==> config.mk <==
export PLATFORM = sky130hd
export DESIGN_NAME = lsu_be_align
export DESIGN_NICKNAME = d
export VERILOG_FILES = /design/src/rtl/lsu_be_pkg.sv /design/src/rtl/lsu_decode.sv /design/src/rtl/lsu_lane_steer.sv /design/src/rtl/lsu_load_extract.sv /design/src/rtl/lsu_be_align.sv
export SDC_FILE = /design/constraint.sdc
export NUM_CORES = 1
export LEC_CHECK = 0
export BUFFER_PORTS_ARGS = -buffer_cell sky130_fd_sc_hd__buf_2
export CAP_MARGIN = 20
export CORE_ASPECT_RATIO = 1.5
export CORE_MARGIN = 1.5
export CORE_UTILIZATION = 51
export CTS_CLUSTER_DIAMETER = 150
export DETAILED_ROUTE_END_ITERATION = 16
export GPL_ROUTABILITY_DRIVEN = 0
export PLACE_DENSITY = 0.79
export SLEW_MARGIN = 20
export SYNTH_ARGS = -nofsm -noshare
export SYNTH_HDL_FRONTEND = slang
export SYNTH_SLANG_ARGS = --single-unit
==> constraint.sdc <==
create_clock -name clk -period 3.6 [get_ports clk]
set_clock_uncertainty 0.05 [all_clocks]
set_input_delay 0.72 -clock clk [delete_from_list [all_inputs] [get_ports clk]]
set_output_delay 0.72 -clock clk [all_outputs]
set_load 0.01 [all_outputs]
==> src/rtl/lsu_be_pkg.sv <==
package lsu_be_pkg;

  localparam int unsigned LSU_DATA_W = 32;
  localparam int unsigned LSU_LANES  = LSU_DATA_W / 8;
  localparam int unsigned LSU_OPC_W  = 6;

  localparam logic [LSU_OPC_W-1:0] OPC_LD_B  = 6'h20;
  localparam logic [LSU_OPC_W-1:0] OPC_LD_H  = 6'h21;
  localparam logic [LSU_OPC_W-1:0] OPC_LD_W  = 6'h23;
  localparam logic [LSU_OPC_W-1:0] OPC_LD_BU = 6'h24;
  localparam logic [LSU_OPC_W-1:0] OPC_LD_HU = 6'h25;
  localparam logic [LSU_OPC_W-1:0] OPC_ST_B  = 6'h28;
  localparam logic [LSU_OPC_W-1:0] OPC_ST_H  = 6'h29;
  localparam logic [LSU_OPC_W-1:0] OPC_ST_W  = 6'h2B;
  localparam logic [LSU_OPC_W-1:0] OPC_UPPER = 6'h0F;

  typedef enum logic [1:0] {
    KIND_LOAD, KIND_STORE, KIND_UPPER, KIND_ILLEGAL
  } op_kind_t;

  typedef enum logic [1:0] {
    SIZE_BYTE, SIZE_HALF, SIZE_WORD
  } acc_size_t;

  typedef struct packed {
    op_kind_t  kind;
    acc_size_t size;
    logic      sext;
  } op_dec_t;

  typedef enum logic [1:0] {
    ST_IDLE, ST_ISSUE, ST_WAIT, ST_RESP
  } lsu_state_t;

endpackage

==> src/rtl/lsu_decode.sv <==
module lsu_decode
  import lsu_be_pkg::*;
(
  input  logic [LSU_OPC_W-1:0] opcode,
  output op_dec_t              dec
);

  always_comb begin
    dec.kind = KIND_ILLEGAL;
    dec.size = SIZE_WORD;
    dec.sext = 1'b0;
    unique case (opcode)
      OPC_LD_B:  begin dec.kind = KIND_LOAD;  dec.size = SIZE_BYTE; dec.sext = 1'b1; end
      OPC_LD_BU: begin dec.kind = KIND_LOAD;  dec.size = SIZE_BYTE; end
      OPC_LD_H:  begin dec.kind = KIND_LOAD;  dec.size = SIZE_HALF; dec.sext = 1'b1; end
      OPC_LD_HU: begin dec.kind = KIND_LOAD;  dec.size = SIZE_HALF; end
      OPC_LD_W:  begin dec.kind = KIND_LOAD;  dec.size = SIZE_WORD; end
      OPC_ST_B:  begin dec.kind = KIND_STORE; dec.size = SIZE_BYTE; end
      OPC_ST_H:  begin dec.kind = KIND_STORE; dec.size = SIZE_HALF; end
      OPC_ST_W:  begin dec.kind = KIND_STORE; dec.size = SIZE_WORD; end
      OPC_UPPER: begin dec.kind = KIND_UPPER; end
      default:   begin dec.kind = KIND_ILLEGAL; end
    endcase
  end

endmodule

==> src/rtl/lsu_lane_steer.sv <==
module lsu_lane_steer
  import lsu_be_pkg::*;
(
  input  acc_size_t               size,
  input  logic [1:0]              lo_addr,
  input  logic [LSU_DATA_W-1:0]   src,
  output logic [LSU_LANES-1:0]    be,
  output logic [LSU_DATA_W-1:0]   lanes,
  output logic                    misaligned
);

  always_comb begin
    unique case (size)
      SIZE_HALF: misaligned = lo_addr[0];
      SIZE_WORD: misaligned = |lo_addr;
      default:   misaligned = 1'b0;
    endcase
  end

  // Lane i holds the byte at address offset i (big-endian numbering).
  for (genvar i = 0; i < LSU_LANES; i++) begin : g_lane
    localparam int          HI = LSU_DATA_W - 1 - 8 * i;
    localparam logic [1:0]  LN = 2'(i);
    logic       sel;
    logic [7:0] lane_byte;

    always_comb begin
      unique case (size)
        SIZE_BYTE: begin
          sel       = (lo_addr == LN);
          lane_byte = src[7:0];
        end
        SIZE_HALF: begin
          sel       = (lo_addr[1] == LN[1]);
          lane_byte = LN[0] ? src[7:0] : src[15:8];
        end
        default: begin
          sel       = 1'b1;
          lane_byte = src[HI -: 8];
        end
      endcase
    end

    assign be[LSU_LANES-1-i] = sel;
    assign lanes[HI -: 8]    = sel ? lane_byte : 8'h00;
  end

endmodule

==> src/rtl/lsu_load_extract.sv <==
module lsu_load_extract
  import lsu_be_pkg::*;
(
  input  logic [LSU_DATA_W-1:0] rdata,
  input  logic [1:0]            lo_addr,
  input  acc_size_t             size,
  input  logic                  sext,
  output logic [LSU_DATA_W-1:0] result
);

  logic [7:0]  pick_b;
  logic [15:0] pick_h;

  always_comb begin
    unique case (lo_addr)
      2'd0:    pick_b = rdata[31:24];
      2'd1:    pick_b = rdata[23:16];
      2'd2:    pick_b = rdata[15:8];
      default: pick_b = rdata[7:0];
    endcase
    pick_h = lo_addr[1] ? rdata[15:0] : rdata[31:16];
  end

  always_comb begin
    unique case (size)
      SIZE_BYTE: result = {{(LSU_DATA_W-8){sext & pick_b[7]}}, pick_b};
      SIZE_HALF: result = {{(LSU_DATA_W-16){sext & pick_h[15]}}, pick_h};
      default:   result = rdata;
    endcase
  end

endmodule

==> src/rtl/lsu_be_align.sv <==
module lsu_be_align
  import lsu_be_pkg::*;
#(
  parameter int unsigned TAG_W = 5,
  parameter int unsigned IMM_W = 16
) (
  input  logic                  clk,
  input  logic                  rst_n,
  input  logic                  req_valid,
  output logic                  req_ready,
  input  logic [LSU_OPC_W-1:0]  req_opcode,
  input  logic [LSU_DATA_W-1:0] req_base,
  input  logic [IMM_W-1:0]      req_offset,
  input  logic [LSU_DATA_W-1:0] req_wdata,
  input  logic [TAG_W-1:0]      req_tag,
  output logic                  mem_valid,
  input  logic                  mem_ready,
  output logic                  mem_write,
  output logic [LSU_DATA_W-1:0] mem_addr,
  output logic [LSU_LANES-1:0]  mem_be,
  output logic [LSU_DATA_W-1:0] mem_wdata,
  input  logic                  rd_valid,
  input  logic [LSU_DATA_W-1:0] rd_data,
  output logic                  wb_valid,
  input  logic                  wb_ready,
  output logic [LSU_DATA_W-1:0] wb_data,
  output logic [TAG_W-1:0]      wb_tag,
  output logic                  fault_addr,
  output logic                  fault_instr
);

  localparam int unsigned UPPER_PAD = LSU_DATA_W - IMM_W;

  lsu_state_t            state_q;
  op_dec_t               dec;
  logic [LSU_DATA_W-1:0] ea;
  logic [LSU_LANES-1:0]  be_c;
  logic [LSU_DATA_W-1:0] lanes_c;
  logic                  misaligned_c;
  logic                  accept;

  logic [1:0]            lo_q;
  acc_size_t             size_q;
  logic                  sext_q;
  logic [LSU_DATA_W-1:0] load_c;

  assign ea     = req_base + {{UPPER_PAD{req_offset[IMM_W-1]}}, req_offset};
  assign accept = req_valid && (state_q == ST_IDLE);

  lsu_decode u_decode (
    .opcode (req_opcode),
    .dec    (dec)
  );

  lsu_lane_steer u_steer (
    .size       (dec.size),
    .lo_addr    (ea[1:0]),
    .src        (req_wdata),
    .be         (be_c),
    .lanes      (lanes_c),
    .misaligned (misaligned_c)
  );

  lsu_load_extract u_extract (
    .rdata   (rd_data),
    .lo_addr (lo_q),
    .size    (size_q),
    .sext    (sext_q),
    .result  (load_c)
  );

  always_ff @(posedge clk) begin
    if (!rst_n) begin
      state_q     <= ST_IDLE;
      fault_addr  <= 1'b0;
      fault_instr <= 1'b0;
      mem_write   <= 1'b0;
      mem_addr    <= '0;
      mem_be      <= '0;
      mem_wdata   <= '0;
      wb_data     <= '0;
      wb_tag      <= '0;
      lo_q        <= '0;
      size_q      <= SIZE_WORD;
      sext_q      <= 1'b0;
    end else begin
      fault_addr  <= 1'b0;
      fault_instr <= 1'b0;
      unique case (state_q)
        ST_IDLE: begin
          if (accept) begin
            wb_tag    <= req_tag;
            lo_q      <= ea[1:0];
            size_q    <= dec.size;
            sext_q    <= dec.sext;
            mem_addr  <= {ea[LSU_DATA_W-1:2], 2'b00};
            mem_be    <= be_c;
            mem_write <= (dec.kind == KIND_STORE);
            mem_wdata <= (dec.kind == KIND_STORE) ? lanes_c : '0;
            unique case (dec.kind)
              KIND_ILLEGAL: fault_instr <= 1'b1;
              KIND_UPPER: begin
                wb_data <= {req_offset, {UPPER_PAD{1'b0}}};
                state_q <= ST_RESP;
              end
              default: begin
                if (misaligned_c) fault_addr <= 1'b1;
                else              state_q    <= ST_ISSUE;
              end
            endcase
          end
        end
        ST_ISSUE: begin
          if (mem_ready) state_q <= mem_write ? ST_IDLE : ST_WAIT;
        end
        ST_WAIT: begin
          if (rd_valid) begin
            wb_data <= load_c;
            state_q <= ST_RESP;
          end
        end
        default: begin
          if (wb_ready) state_q <= ST_IDLE;
        end
      endcase
    end
  end

  assign req_ready = (state_q == ST_IDLE);
  assign mem_valid = (state_q == ST_ISSUE);
  assign wb_valid  = (state_q == ST_RESP);

endmodule

* Word-level counts from Yosys, hierarchy flattened
Index checks and enable logic that the tools add are counted.
** Word-level totals
- Bits in registers :: 113
- Latch bits :: 0
- RAM bits :: 0
- Bits in read-only memories :: 0
- Input bits :: 129
- Output and inout bits :: 111
- Word-level logic and storage cells :: 101
- Memories kept :: 0
** Cells by class
- Add/subtract/negate cells :: 1
- $mul :: 0
- Divide/modulo/power cells :: 0
- Magnitude comparators :: 0
- Equal/unequal tests :: 29
- Shift-type cells :: 0
- Multiplexer cells :: 33
- Bitwise operators :: 6
- Reduce and logical (&&, ||, !) cells :: 20
** Operators with widths (count)
- 32-bit two-way mux :: 4
- 32-bit one-hot mux with 2 select lines :: 2
- 6-bit equality test (second input constant) :: 8
- 8-bit two-way mux :: 6
- 32-bit adder :: 1
- 8-bit one-hot mux with 3 select lines :: 1
- 2-bit equality test (second input constant) :: 8
- 16-bit two-way mux :: 1
- 8-bit one-hot mux with 2 select lines :: 1
- 2-bit by 1-bit equality test with 1-bit output (second input constant) :: 6
- 2-bit two-way mux :: 6
- 2-bit one-hot mux with 3 select lines :: 2
- 2-bit logical NOT :: 5
- 1-bit one-hot mux with 2 select lines :: 5
- 5-bit OR reduction :: 2
- 3-bit OR reduction :: 3
- 2-bit one-hot mux with 2 select lines :: 2
- 6-bit by 4-bit equality test with 1-bit output (second input constant) :: 1
- 2-bit by 1-bit != test with 1-bit output (second input constant) :: 3
- 6-bit AND reduction :: 1
- 2-bit OR reduction :: 3
- 2-bit != test (second input constant) :: 2
- 1-bit NOT :: 4
- 4-bit AND reduction :: 1
- other kinds (8) :: 11

* Longest topological paths before layout
Gate-level depths: netlist of run 1.
- Word-level depth :: 9
- Mapped depth :: 10
- Gate-level depth less buffers :: 9

* Modules after synthesis
From an unflattened synthesis of run 1, not the netlist that was laid out.
** Unflattened totals
- Cells, all modules :: 972
- Area total of the unflattened synthesis :: 7898.8 um^2
** Modules (own cells, without submodules)
- lsu_be_align :: instances 1, cells each 738, area each 6291.0 um^2, seq. area each 2262.2 um^2
- lsu_load_extract :: instances 1, cells each 107, area each 829.5 um^2, seq. area each 0.0 um^2
- lsu_lane_steer :: instances 1, cells each 114, area each 704.4 um^2, seq. area each 0.0 um^2
- lsu_decode :: instances 1, cells each 13, area each 73.8 um^2, seq. area each 0.0 um^2

* Worst setup path after synthesis of run 1
OpenSTA, ideal clock, no wires.
- Path kind :: input port to flip-flop
- Start :: input req_base[0]
- End :: register mem_addr[28]
- Setup time :: 86 ps
- Arrival :: 2706 ps
- Required time :: 3464 ps
- Path slack :: 759 ps
- Cell stages on the path :: 9
- Buffers on the path :: 0
- Cell sequence :: ha_1 -> fa_1 -> a211oi_1 -> o21bai_1 -> o31ai_1 -> a21oi_1 -> o32ai_1 -> xor2_1 -> a211oi_1
** On the way
- Cells in the longest elaborated chain, start to end :: 1
** RTL lines
- start, declared :: RTL line lsu_be_align.sv:12 : input logic [LSU_DATA_W-1:0] req_base,
- 32-bit adder :: RTL line lsu_be_align.sv:47 : assign ea = req_base + {{UPPER_PAD{req_offset[IMM_W-1]}}, req_offset};
- end signal, assigned :: RTL line lsu_be_align.sv:96 : mem_addr <= {ea[LSU_DATA_W-1:2], 2'b00};
- end, declared :: RTL line lsu_be_align.sv:19 : output logic [LSU_DATA_W-1:0] mem_addr,
No other way between the ends.
A chain may end at the register's enable or synchronous reset.

* Worst setup path after layout of run 1
Ends and elaborated chain as after synthesis.

==> run_results.csv, run 1 <==
group,metric,value,unit
layout,postLayoutCellArea,8670,um^2
global_route,grt_use_total,0.310,
synth,yosys.area.top_type_share,0.329,
critical_path,startpoint,"req_base[0]",
sta,slew_headroom,0.475,
synth,yosysMostFrequentCell,"nand2_1",
die,placementRows,51,
global_route,grt_pass1_vias,7174,
layout,drive_gt1_frac,0.271,
sta,min_period,2.88,ns
critical_path,crit_buf_inv,1,
pwr,vdd_drop_max,0.000334,V
synth,ys.flop_type,"dfxtp_1",
detailed_routing,drc_errors,0,
run,cap_violations,0,
clock_network,cts-buffers-inserted,17,
critical_path,cpMaxStageDelayCell,"fa_1",
critical_path,crit_fanout,4,
pwr,pwr-share-seq,0.360,
clock_network,cts_resized,0,
global_route,overflow,0,
sta,grt_setup_unrepaired,"no",
clock_network,cts_sinks,113,
clock_network,insertion_delay,0.41,ns
critical_path,rr_startpoint,"state_q[1]$_SDFFE_PN0P_",
layout,final_cells,1287,
pwr,p_sw,0.00116,W
synth,avgSynthCellArea,7.59,um^2
synth,yosysSeqAreaShare,0.329,
synth,synth_area_leaders,"dfxtp_1 (33%), a21oi_1 (7.6%), o21ai_0 (7.4%)",
critical_path,crit_path_frequent_cell,"a211oi_1",
global_route,grt_max_degree,66,
critical_path,crit_cells,10,
sta,post-route-period-util,0.800,
detailed_routing,antenna_left,0,
clock_network,clk_pin_slew_worst_paths,0.06,ns
die,io_pins,240,
synth,synth_common_cells,"nand2_1 (122), dfxtp_1 (113), a21oi_1 (104), o21ai_0 (101), nor2_1 (87)",
synth,synth_area_leader_cell,"dfxtp_1",
critical_path,startpoint_type,"primary input",
layout,nFillCells,1185,
critical_path,reg2reg_depth,8,
sta,worst_slew_pin_slew,0.784,ns
detailed_routing,wl_per_cell,17.5,um
critical_path,arrival,3.16,ns
detailed_routing,first_pass_iters,5,
synth,syn_area,6880,um^2
layout,syn_to_final_growth,26.2,%
clock_network,post_cts_buffers,0,
synth,netlist_instances,906,
critical_path,cp_slowest_stage_delay,0.44,ns
die,coreArea,13100,um^2
pwr,intPower,0.00258,W
detailed_routing,viasPerCell,5.90,
run_status,status,"finished clean",
pwr,leakage,3.99,nW
clock_network,clock_path_buffers,2,
detailed_routing,via_count,7594,
synth,synth-async-reset-ratio,0,
die,start_util,0.526,
die,dieArea,14200,um^2
die,die_w,97.8,um
clock_network,cts.htree.levels,4,
sta,hold_viol,0,
placed_design,hpwl,16700,um
critical_path,endpoint_kind,"register",
critical_path,crit_path_end,"mem_addr[28]$_SDFFE_PN0P_",
pwr,switching_share,0.311,
die,die_h,145,um
clock_network,cts-root-buf,"clkbuf_16",
clock_network,postCtsHoldBufs,0,
critical_path,path_cells,"buf_2 > ha_1 > fa_1 > a211oi_1 > o21bai_1 > o31ai_1 > a21oi_1 > o32ai_1 > xor2_1 > a211oi_1",
clock_network,cts_tree,"yes",
sta,finalMaxSlewViolations,0,
synth,yosys_warnings,0,
sta,fin_tns_setup,0,ns
global_route,grt_pass1_wl,35600,um
pwr,p_per_area,432,nW/um^2
detailed_routing,routed_wl,22500,um
critical_path,ff2ff_setup_slack,1.02,ns
synth,synth-edff-count,0,
critical_path,cp_top_family,"compound AO/OA/AOI/OAI gates",
sta,max_freq,347,MHz
synth,synth.distinct_cells,71,
critical_path,timing.rr.end,"mem_wdata[7]$_SDFFE_PN0P_",
critical_path,path_class,"in -> reg",
global_route,antenna_found_initial,3,
placed_design,io_buffers,237,
critical_path,cp.required,3.88,ns
pwr,clkPwrFrac,0.429,
sta,setup_violations,0,
worst_hold_path,hp-class,"reg -> reg",
detailed_routing,first_iter_violations,456,
synth,synth-seq-cells,113,
pwr,comb_power_share,0.212,
placed_design,place_inst,1252,
placed_design,place_area,8100,um^2
sta,whs,0.398,ns
layout,nets,1273,
[metal layers]
layer / vias up / track usage / routed length [um]
li1: 3643 / - / -
met4: 0 / 0.181 / 1100
met3: 83 / 0.0506 / 1340
met5: - / 0 / 0
met2: 336 / 0.545 / 11600
met1: 3532 / 0.349 / 8510
[logic make-up (layout without fill, tap and decap cells)]
logic type      count (synthesis)  count (layout)  synth area share
buf+inv                        75             293            0.0439
xor+xnor                       19              19            0.0242
mux                            35              35            0.0540
simple gates                  328             328             0.221
other cells                     1               5          0.000545
fa+ha+maj                      32              32            0.0593
flops                         113             113             0.329
compound gates                303             303             0.268
[final cells by class]
class,instances,area (um^2),area share
Antenna cell,3,7.51,0.000865
Timing Repair Buffer,250,1280,0.148
Clock buffer,17,425,0.0490
Tap cell,159,199,0.0229
Clock inverter,15,138,0.0159
Sequential cell,113,2260,0.261
Inverter,11,41.3,0.00476
Multi-Input combinational cell,719,4320,0.498
[metrics by stage]
step	setup slack, ns	power [W]	util
3_5_place_dp	0.350	0.00215	0.620
6_report	0.719	0.00375	0.663
2_1_floorplan	0.759	0.00187	-
5_1_grt	0.430	0.00390	0.663
3_3_place_gp	0.414	0.00214	0.620
4_1_cts	0.747	0.00375	0.663
[power by group through the flow]
stage | Clock, W | Combinational (W) | Sequential (W)
after CTS | 0.00162 | 0.000782 | 0.00135
after detailed placement | 0 | 0.000774 | 0.00137
after global routing | 0.00167 | 0.000868 | 0.00135
after floorplan | 0 | 0.000480 | 0.00139
final | 0.00161 | 0.000793 | 0.00135
after global placement | 0 | 0.000768 | 0.00137
[worst reg2reg max path: cells and delay by family, from the launching register on]
family	cells	cell delay, ns
flip-flops	1	0.36
AND/OR/NAND/NOR	6	1.72
AO/OA/AOI/OAI	1	0.17
buffers and inverters	1	0.23
[worst min path at each step]
stage / from / end / slack (ns) / depth (start not counted)
after floorplan: lo_q[0]$_SDFFE_PN0P_ / lo_q[0]$_SDFFE_PN0P_ / 0.41 / 2
after global placement: wb_data[23]$_SDFFE_PN0P_ / wb_data[23]$_SDFFE_PN0P_ / 0.38 / 2
after detailed placement: wb_data[27]$_SDFFE_PN0P_ / wb_data[27]$_SDFFE_PN0P_ / 0.39 / 2
after CTS: wb_data[27]$_SDFFE_PN0P_ / wb_data[27]$_SDFFE_PN0P_ / 0.40 / 2
after global routing: mem_addr[10]$_SDFFE_PN0P_ / mem_addr[10]$_SDFFE_PN0P_ / 0.42 / 2
final: wb_data[18]$_SDFFE_PN0P_ / wb_data[18]$_SDFFE_PN0P_ / 0.40 / 2
[registers in the layout, summed over array words and instances, names as in the netlist, 2 cells and up]
signal	count
mem_wdata	32
wb_data	32
mem_addr	30
wb_tag	5
mem_be	4
lo_q	2
size_q	2
state_q	2
[placed cells by master (no fill, tap or decap), drive strengths merged, types with 4 or more instances in the layout]
master	Yosys	layout
nand4	12	12
o21ai	102	102
a2111oi	4	4
a311oi	6	6
a21o	16	16
a2bb2oi	7	7
buf	16	250
nand2b	12	12
nand2	123	123
clkinv	0	8
dfxtp	113	113
clkbuf	48	17
nor2	88	88
a211o	4	4
xor2	7	7
xnor2	12	12
mux2i	27	27
mux2	7	7
nor2b	11	11
and2	30	30
a211oi	10	10
nand3	20	20
nor3	13	13
or3	5	5
a22oi	11	11
ha	31	31
a21oi	105	105
and3	5	5
a31oi	6	6
inv	11	14
No activity file was read; power rests on OpenSTA's default activity.
==> run 2, diff against run 1 <==
--- a/config.mk
+++ b/config.mk
@@ -9,11 +9,11 @@
 export CAP_MARGIN = 20
 export CORE_ASPECT_RATIO = 1.5
 export CORE_MARGIN = 1.5
-export CORE_UTILIZATION = 51
+export CORE_UTILIZATION = 46
 export CTS_CLUSTER_DIAMETER = 150
 export DETAILED_ROUTE_END_ITERATION = 16
 export GPL_ROUTABILITY_DRIVEN = 0
-export PLACE_DENSITY = 0.79
+export PLACE_DENSITY = 0.75
 export SLEW_MARGIN = 20
 export SYNTH_ARGS = -nofsm -noshare
 export SYNTH_HDL_FRONTEND = slang
==> constraint.sdc (replaced) <==
create_clock -name clk -period 2.5 [get_ports clk]
set_clock_uncertainty 0.05 [all_clocks]
set_input_delay 0.5 -clock clk [delete_from_list [all_inputs] [get_ports clk]]
set_output_delay 0.5 -clock clk [all_outputs]
set_load 0.01 [all_outputs]
==> run_results.csv, run 2 (same netlist as run 1, synthesis figures left out) <==
group,metric,value,unit
critical_path,path_class,"in -> reg",
pwr,comb_power_share,0.231,
clock_network,cts_sinks,113,
worst_hold_path,hold-path-cell-count,3,
pwr,intPower,0.00416,W
critical_path,cp_top_family,"simple AND/OR/NAND/NOR gates",
clock_network,clock_path_buffers,2,
critical_path,endpoint_kind,"register",
detailed_routing,drc_errors,0,
detailed_routing,first_pass_iters,5,
placed_design,hpwl,18400,um
clock_network,cts_tree,"yes",
global_route,grt_pass1_vias,7432,
critical_path,cp.required,2.80,ns
clock_network,insertion_delay,0.41,ns
die,die_w,103,um
sta,max_freq,410,MHz
layout,postLayoutCellArea,9570,um^2
pwr,clkPwrFrac,0.438,
layout,layout_commonest_cell,"buf_2",
global_route,antenna_found_initial,1,
global_route,grt_use_total,0.301,
clock_network,post_cts_buffers,0,
clock_network,cts-buffers-inserted,17,
worst_hold_path,hp-class,"in -> reg",
detailed_routing,highest_layer,"met4",
detailed_routing,viasPerCell,5.57,
die,dieArea,15700,um^2
layout,drive_gt1_frac,0.335,
layout,nets,1373,
sta,min_period,2.44,ns
layout,syn_to_final_growth,39.3,%
layout,final_cell_mix,"buf_2 (237), nand2_1 (122), dfxtp_1 (113), buf_4 (113), a21oi_1 (103)",
pwr,switching_share,0.289,
critical_path,rr_startpoint,"lo_q[1]$_SDFFE_PN0P_",
critical_path,cpMaxStageDelayCell,"o311ai_0",
die,start_util,0.471,
critical_path,startpoint_type,"primary input",
worst_hold_path,hp-start,"req_tag[0]",
die,die_h,153,um
sta,grt_setup_unrepaired,"yes",
sta,setup_violations,0,
detailed_routing,routed_wl,23900,um
global_route,overflow,0,
global_route,grt_pass1_wl,36900,um
clock_network,clk_pin_slew_worst_paths,0.06,ns
critical_path,timing.rr.end,"wb_data[16]$_SDFFE_PN0P_",
layout,final_cells,1422,
sta,post-route-period-util,0.976,
placed_design,place_area,8920,um^2
critical_path,path_cells,"buf_2 > ha_1 > a21oi_1 > buf_4 > nor2_1 > nor2_1 > o311ai_0 > a21oi_1 > or4_1 > nand3_1",
sta,worst_slew_pin_slew,0.724,ns
critical_path,ff2ff_setup_slack,0.26,ns
die,io_pins,240,
pwr,p_per_area,612,nW/um^2
layout,largest_registers,"mem_wdata (32), wb_data (32), mem_addr (30)",
run,cap_violations,0,
critical_path,reg2reg_depth,6,
pwr,p_total,0.00586,W
pwr,p_sw,0.00169,W
detailed_routing,wl_met3,1170,um
sta,finalMaxSlewViolations,0,
run_status,status,"finished clean",
sta,fin_tns_setup,0,ns
pwr,pwr-share-seq,0.331,
detailed_routing,antenna_left,0,
critical_path,crit_buf_inv,2,
detailed_routing,via_count,7916,
detailed_routing,met1_length,9330,um
clock_network,cts.htree.levels,4,
sta,slew_headroom,0.515,
die,coreArea,14600,um^2
detailed_routing,wl_met2,12400,um
layout,nFillCells,1295,
detailed_routing,first_iter_violations,425,
worst_hold_path,hold_end,"wb_tag[0]$_SDFFE_PN0P_",
critical_path,cp_slowest_stage_delay,0.56,ns
sta,hold_viol,0,
critical_path,crit_fanout,3,
detailed_routing,wl_per_cell,16.8,um
placed_design,place_inst,1389,
pwr,vdd_drop_max,0.000412,V
pwr,leakage,4.50,nW
clock_network,cts-root-buf,"clkbuf_16",
die,placementRows,54,
global_route,grt_max_degree,66,
critical_path,arrival,2.74,ns
placed_design,io_buffers,237,
==> run 2: through the flow <==
| step | util | setup slack, ns | hold WS [ns] |
|---|---|---|---|
| floorplan | - | 0.00247 | 0.413 |
| global placement | 0.611 | -0.303 | 0.381 |
| detailed placement | 0.611 | -0.343 | 0.387 |
| CTS | 0.654 | 0.0562 | 0.267 |
| global route | 0.656 | -0.0408 | 0.276 |
| finish | 0.656 | 0.0597 | 0.275 |
==> run 2: timing repair <==
item | 4_1_cts | 5_1_grt
endpoints found under the setup margin | 0 | 6
hold buffers | 0 | 0
gates resized for setup | 0 | 7
==> run 2: worst reg2reg max path: stages, from the launching register on <==
cell and delay (ns):
dfxtp_1 0.36, mux4_2 0.52, nor2b_1 0.15, o21ai_0 0.17, nand2_1 0.33, a21oi_1 0.35, o21ai_0 0.16
==> run 2: area by class of cell <==
class / count / area, um^2 / area share
Antenna cell: 1 / 2.50 / 0.000261
Clock buffer: 19 / 433 / 0.0452
Clock inverter: 13 / 185 / 0.0193
Inverter: 11 / 41.3 / 0.00431
Multi-Input combinational cell: 719 / 4370 / 0.456
Sequential cell: 113 / 2260 / 0.236
Tap cell: 196 / 245 / 0.0256
Timing Repair Buffer: 350 / 2030 / 0.212
==> run 2: worst max path at each step <==
stage / start / end / cells after the start
finish: req_base[1] / mem_addr[25]$_SDFFE_PN0P_ / 10
global route: req_offset[0] / mem_addr[12]$_SDFFE_PN0P_ / 11
CTS: req_offset[4] / mem_addr[30]$_SDFFE_PN0P_ / 10
detailed placement: req_offset[0] / mem_addr[28]$_SDFFE_PN0P_ / 10
global placement: req_offset[9] / mem_addr[30]$_SDFFE_PN0P_ / 9
floorplan: req_base[6] / mem_addr[31]$_SDFFE_PN0P_ / 8
==> run 2: power by group through the flow <==
stage	Sequential, W	Combinational, W	Clock (W)
global placement	0.00198	0.00131	0
CTS	0.00194	0.00133	0.00259
floorplan	0.00200	0.000695	0
global route	0.00195	0.00147	0.00267
detailed placement	0.00197	0.00132	0
finish	0.00194	0.00135	0.00256
==> run 2: routing by layer <==
metal	global-route usage	up-vias
met5	0	-
met4	0.158	0
met3	0.0404	76
met2	0.531	326
met1	0.344	3675
li1	-	3839
